==> config.mk <==
export PLATFORM = sky130hd
export DESIGN_NAME = mask_alu
export DESIGN_NICKNAME = d
export VERILOG_FILES = /design/src/rtl/mask_alu.sv
export SDC_FILE = /design/constraint.sdc
export NUM_CORES = 1
export LEC_CHECK = 0
export BUFFER_PORTS_ARGS = -buffer_cell sky130_fd_sc_hd__buf_4
export CAP_MARGIN = 20
export CORE_ASPECT_RATIO = 0.8
export CORE_UTILIZATION = 45
export CTS_CLUSTER_DIAMETER = 30
export DETAILED_ROUTE_END_ITERATION = 10
export GPL_TIMING_DRIVEN = 0
export PLACE_DENSITY = 0.64
export RECOVER_POWER = 25
export SYNTH_ARGS = -nofsm -noshare
export SYNTH_HDL_FRONTEND = slang
export SYNTH_SLANG_ARGS = --single-unit
==> constraint.sdc <==
create_clock -name clk -period 11.1 [get_ports clk]
set_input_delay 2.22 -clock clk [delete_from_list [all_inputs] [get_ports clk]]
set_output_delay 2.22 -clock clk [all_outputs]
set_load 0.005 [all_outputs]
==> src/rtl/mask_alu.sv <==
module mask_alu #(
  parameter int W = 16
) (
  input  logic         clk,
  input  logic         rst_n,
  input  logic [3:0]   op,
  input  logic         byte_mode,
  input  logic [W-1:0] dst,
  input  logic [W-1:0] src,
  input  logic         c_in,
  output logic [W-1:0] res,
  output logic         wr_en,
  output logic         flag_c,
  output logic         flag_z,
  output logic         flag_n,
  output logic         flag_v
);
  localparam logic [3:0] OP_ADD  = 4'd0;
  localparam logic [3:0] OP_ADDC = 4'd1;
  localparam logic [3:0] OP_SUB  = 4'd2;
  localparam logic [3:0] OP_SUBC = 4'd3;
  localparam logic [3:0] OP_CMP  = 4'd4;
  localparam logic [3:0] OP_AND  = 4'd5;
  localparam logic [3:0] OP_OR   = 4'd6;
  localparam logic [3:0] OP_XOR  = 4'd7;
  localparam logic [3:0] OP_NOT  = 4'd8;
  localparam logic [3:0] OP_BIC  = 4'd9;
  localparam logic [3:0] OP_BIS  = 4'd10;
  localparam logic [3:0] OP_BIT  = 4'd11;
  localparam int HI = W - 1;

  logic         is_arith, is_logic, is_sub, cin;
  logic [W-1:0] bsel, raw;
  logic [W:0]   sum_w;
  logic [8:0]   sum_b;
  logic         msb, amsb, bmsb, carry, zero;
  logic [3:0]   flags_q, flags_d;

  assign is_arith = (op <= OP_CMP);
  assign is_logic = (op >= OP_AND) && (op <= OP_BIT);
  assign is_sub   = (op == OP_SUB) || (op == OP_SUBC) || (op == OP_CMP);
  assign bsel     = is_sub ? ~src : src;

  always_comb begin
    case (op)
      OP_ADDC, OP_SUBC: cin = c_in;
      OP_SUB, OP_CMP:   cin = 1'b1;
      default:          cin = 1'b0;
    endcase
  end

  assign sum_w = {1'b0, dst} + {1'b0, bsel} + {{W{1'b0}}, cin};
  assign sum_b = {1'b0, dst[7:0]} + {1'b0, bsel[7:0]} + {8'd0, cin};

  always_comb begin
    case (op)
      OP_AND, OP_BIT: raw = dst & src;
      OP_OR,  OP_BIS: raw = dst | src;
      OP_XOR:         raw = dst ^ src;
      OP_NOT:         raw = ~dst;
      OP_BIC:         raw = dst & ~src;
      default:        raw = is_arith ? sum_w[W-1:0] : '0;
    endcase
  end

  assign res   = byte_mode ? {{(W-8){1'b0}}, raw[7:0]} : raw;
  assign wr_en = (op <= OP_SUBC) || (is_logic && op != OP_BIT);

  assign msb   = byte_mode ? raw[7]  : raw[HI];
  assign amsb  = byte_mode ? dst[7]  : dst[HI];
  assign bmsb  = byte_mode ? bsel[7] : bsel[HI];
  assign carry = byte_mode ? sum_b[8] : sum_w[W];
  assign zero  = (res == '0);

  always_comb begin
    if (is_arith)      flags_d = {carry, zero, msb, (amsb == bmsb) && (msb != amsb)};
    else if (is_logic) flags_d = {~zero, zero, msb, 1'b0};
    else               flags_d = flags_q;
  end

  always_ff @(posedge clk or negedge rst_n) begin
    if (!rst_n) flags_q <= '0;
    else        flags_q <= flags_d;
  end

  assign {flag_c, flag_z, flag_n, flag_v} = flags_q;

  assert_byte_upper_R6: assert property (@(posedge clk) disable iff (!rst_n)
    byte_mode |-> (res[W-1:8] == '0));
  assert_cmp_no_write_R3: assert property (@(posedge clk) disable iff (!rst_n)
    (op == OP_CMP) |-> !wr_en);
  assert_bit_no_write_R5: assert property (@(posedge clk) disable iff (!rst_n)
    (op == OP_BIT) |-> !wr_en);
  assert_zero_flag_R7: assert property (@(posedge clk) disable iff (!rst_n)
    (op <= OP_BIT) |=> (flag_z == ($past(res) == '0)));
  assert_logic_v_clear_R8: assert property (@(posedge clk) disable iff (!rst_n)
    is_logic |=> !flag_v);
  assert_logic_c_R9: assert property (@(posedge clk) disable iff (!rst_n)
    is_logic |=> (flag_c != flag_z));
  assert_reserved_quiet_R10: assert property (@(posedge clk) disable iff (!rst_n)
    (op > OP_BIT) |-> (res == '0 && !wr_en));
  assert_reserved_hold_R10: assert property (@(posedge clk) disable iff (!rst_n)
    (op > OP_BIT) |=> $stable({flag_c, flag_z, flag_n, flag_v}));
endmodule

==> impl_metrics.json <==
{
  "status": "completed",
  "grt_pass1_vias": 2855,
  "critPathBufInv": 5,
  "reg2reg_from": "flags_q[3]",
  "critical_path_class": "in2out",
  "critPathCaptureType": "output port",
  "rows": 24,
  "start_kind": "primary input",
  "worstSkewPairLatency_ps": 220,
  "fin_nets": 530,
  "finalNonFillerCells": 533,
  "root_buffer": "clkbuf_8",
  "start_util_pct": 48.1,
  "p_leak_nw": 1.51,
  "setup-tns-final_ps": 0,
  "ys_async_sr_fraction_pct": 100,
  "setup_viol": 0,
  "grt_overflow": 0,
  "slowest_delay_ps": 750,
  "drtIter0Drc": 257,
  "dp_hpwl_um": 7730,
  "area.growth.synth_to_final_pct": 21.2,
  "cts_buffer_depth": 2,
  "p_sw_w": 0.000121,
  "cp.arrival_ps": 7450,
  "p_comb_share_pct": 79.6,
  "pwr-share-seq_pct": 7.0,
  "hold_slack_ps": 525,
  "clockPowerShare_pct": 13.4,
  "yosysSeqAreaShare_pct": 3.71,
  "worst_pin_slew_ps": 966,
  "antenna_found_initial": 0,
  "grt_start_max_net_pins": 11,
  "ctsHtreeMaxLevel": 1,
  "fmax_ghz": 0.103,
  "finalCriticalPeriod_ps": 9670,
  "die_h_um": 71.3,
  "grt_usage_pct": 32.3,
  "netSwitchingFraction_pct": 49.9,
  "hold_path.class": "reg2reg",
  "fp.dieW_um": 88.6,
  "min_period_over_period_pct": 87.1,
  "dpl.cell_count": 529,
  "maxCapViolations": 0,
  "path_delay_family": "compound AO/OA/AOI/OAI gates",
  "diodes": 0,
  "largest_reg_flops": 4,
  "die_area_mm2": 0.00631,
  "netlist_area_mm2": 0.00270,
  "hold_viol": 0,
  "reg.largest.list": "flags_q (4)",
  "slew_headroom_pct": 35.4,
  "yosys_most_used_dff": "dfrtp_1",
  "syn-num-nets": 466,
  "path_clk_slew_ps": 40,
  "cts_hold_buf": 0,
  "core_area_mm2": 0.00562,
  "routed_wirelength_um": 9690,
  "numCtsBuffers": 3,
  "drtPass1Iterations": 5,
  "rsz0062_at_grt": "no",
  "min_from": "flags_q[2]",
  "syn_inst": 393,
  "clock-sinks": 4,
  "synth-edff-count": 0,
  "regMostFlops": "flags_q",
  "synth.distinct_cells": 70,
  "drive_gt1_share_pct": 17.4,
  "intPower_w": 0.000121,
  "irDropWorstVdd_mv": 0.0388,
  "syn_avg_cell_area_um2": 6.87,
  "crit_chain": "buf_4, buf_2, buf_2, mux2i_1, nor2_1, clkbuf_1, xnor2_1, fa_1, o21ai_0, a22oi_1, o21ai_1, xnor2_1, o31ai_1, buf_4",
  "ys_warn_count": 0,
  "portBuffers": 58,
  "cts_tree": "yes",
  "crit_start": "op[1]",
  "skew_ps": 0,
  "postCtsSetupRepairBufs": 0,
  "cp_slowest_cell": "nor2_1",
  "route.detailed.drc": 0,
  "vias": 3231,
  "drtAntennaViolNets": 0,
  "grt_pass1_wl_um": 15400,
  "synth-seq-cells": 4,
  "vias_per_cell": 6.06,
  "powerDensity_mw_per_mm2": 73.8,
  "worstPathRequired_ps": 8880,
  "io_pins": 61,
  "post_cts_resized": 0,
  "p_total_w": 0.000241,
  "gp_congestion": 0.938,
  "maxSlewViolCount": 0,
  "crit_fanout": 10,
  "avgRoutedWirePerCell_um": 18.2
}
cell usage after synthesis, drive strengths merged (5+ instances only):
master   n  area, um2
a21boi   6       45.0
a21o     6       52.6
a21oi   42        221
a31oi    8       50.1
and3     6       37.5
buf     11       71.3
clkbuf  11       42.5
ha      31        388
inv     39        146
mux2i    7       70.1
nand2   26       97.6
nand2b   6       37.5
nand3   12       60.1
nor2    29        116
nor3     6       30.0
o211ai   5       51.3
o21a     6       45.0
o21ai   26        130
o221ai   8       70.1
o22ai    6       37.5
xnor2   22        193
layout make-up:
class / count / area, um2
Fill cell: 597 / 2340
Clock buffer: 3 / 41.3
Tap cell: 78 / 97.6
Multi-Input combinational cell: 328 / 2340
Inverter: 39 / 146
Sequential cell: 4 / 100
Timing Repair Buffer: 59 / 433
Buffer: 22 / 114
layout by cell type (no fill, tap or decap), types with 12 or more instances in the layout:
cell type / count
o21ai_0: 25
buf_4: 57
xnor2_1: 22
nand3_1: 12
a21oi_1: 41
nand2_1: 26
clkbuf_1: 12
inv_1: 39
nor2_1: 28
ha_1: 31
power groups by stage:
stage	Combinational, W	Clock [W]	Sequential (W)
floorplan	0.000122	0	0.0000173
global placement	0.000186	0	0.0000171
detailed placement	0.000187	0	0.0000172
CTS	0.000188	0.0000329	0.0000170
global route	0.000211	0.0000347	0.0000171
finish	0.000192	0.0000323	0.0000170
kinds of logic (layout without fill, tap and decap cells):
kind of cell / after synthesis / after routing / share of synthesized area [%]
xor gates and xnor gates: 26 / 26 / 8.44
DFF: 4 / 4 / 3.71
AOI/OAI and AO/OA: 148 / 148 / 37.5
buffers and inverters: 61 / 123 / 9.64
adders and majority gates: 33 / 33 / 15.9
and+or+nand+nor: 114 / 114 / 22.3
muxes: 7 / 7 / 2.60
final timing paths:
path	end	slack, ps	cells past startpoint
min in group asynchronous	flags_q[2]	1820	1
max in group asynchronous	flags_q[3]	9090	1
setup / recovery	res[15]	1430	14
hold / removal	flags_q[2]	530	1
setup reg to reg	flags_q[3]	10260	1
hold reg to reg	flags_q[2]	530	1
stage by stage:
stage / util (%) / cell area (um2) / worst slack, ps
final: 58.2 / 3270 / 1430
after global routing: 58.2 / 3270 / 1100
after CTS: 58.3 / 3270 / 1550
after detailed placement: 57.6 / 3230 / 1560
after global placement: 57.6 / 3230 / 1550
after floorplan: - / 2700 / 3110
routing by layer:
| metal | vias to the layer above | part of all wire, % | GRT usage [%] |
|---|---|---|---|
| li1 | 1583 | - | - |
| met1 | 1508 | 49 | 49.9 |
| met2 | 126 | 42 | 47.9 |
| met3 | 14 | 7.3 | 4.95 |
| met4 | 0 | 1.1 | 4.30 |
| met5 | - | 0 | 0 |
Power figures use the tool's default switching activity.
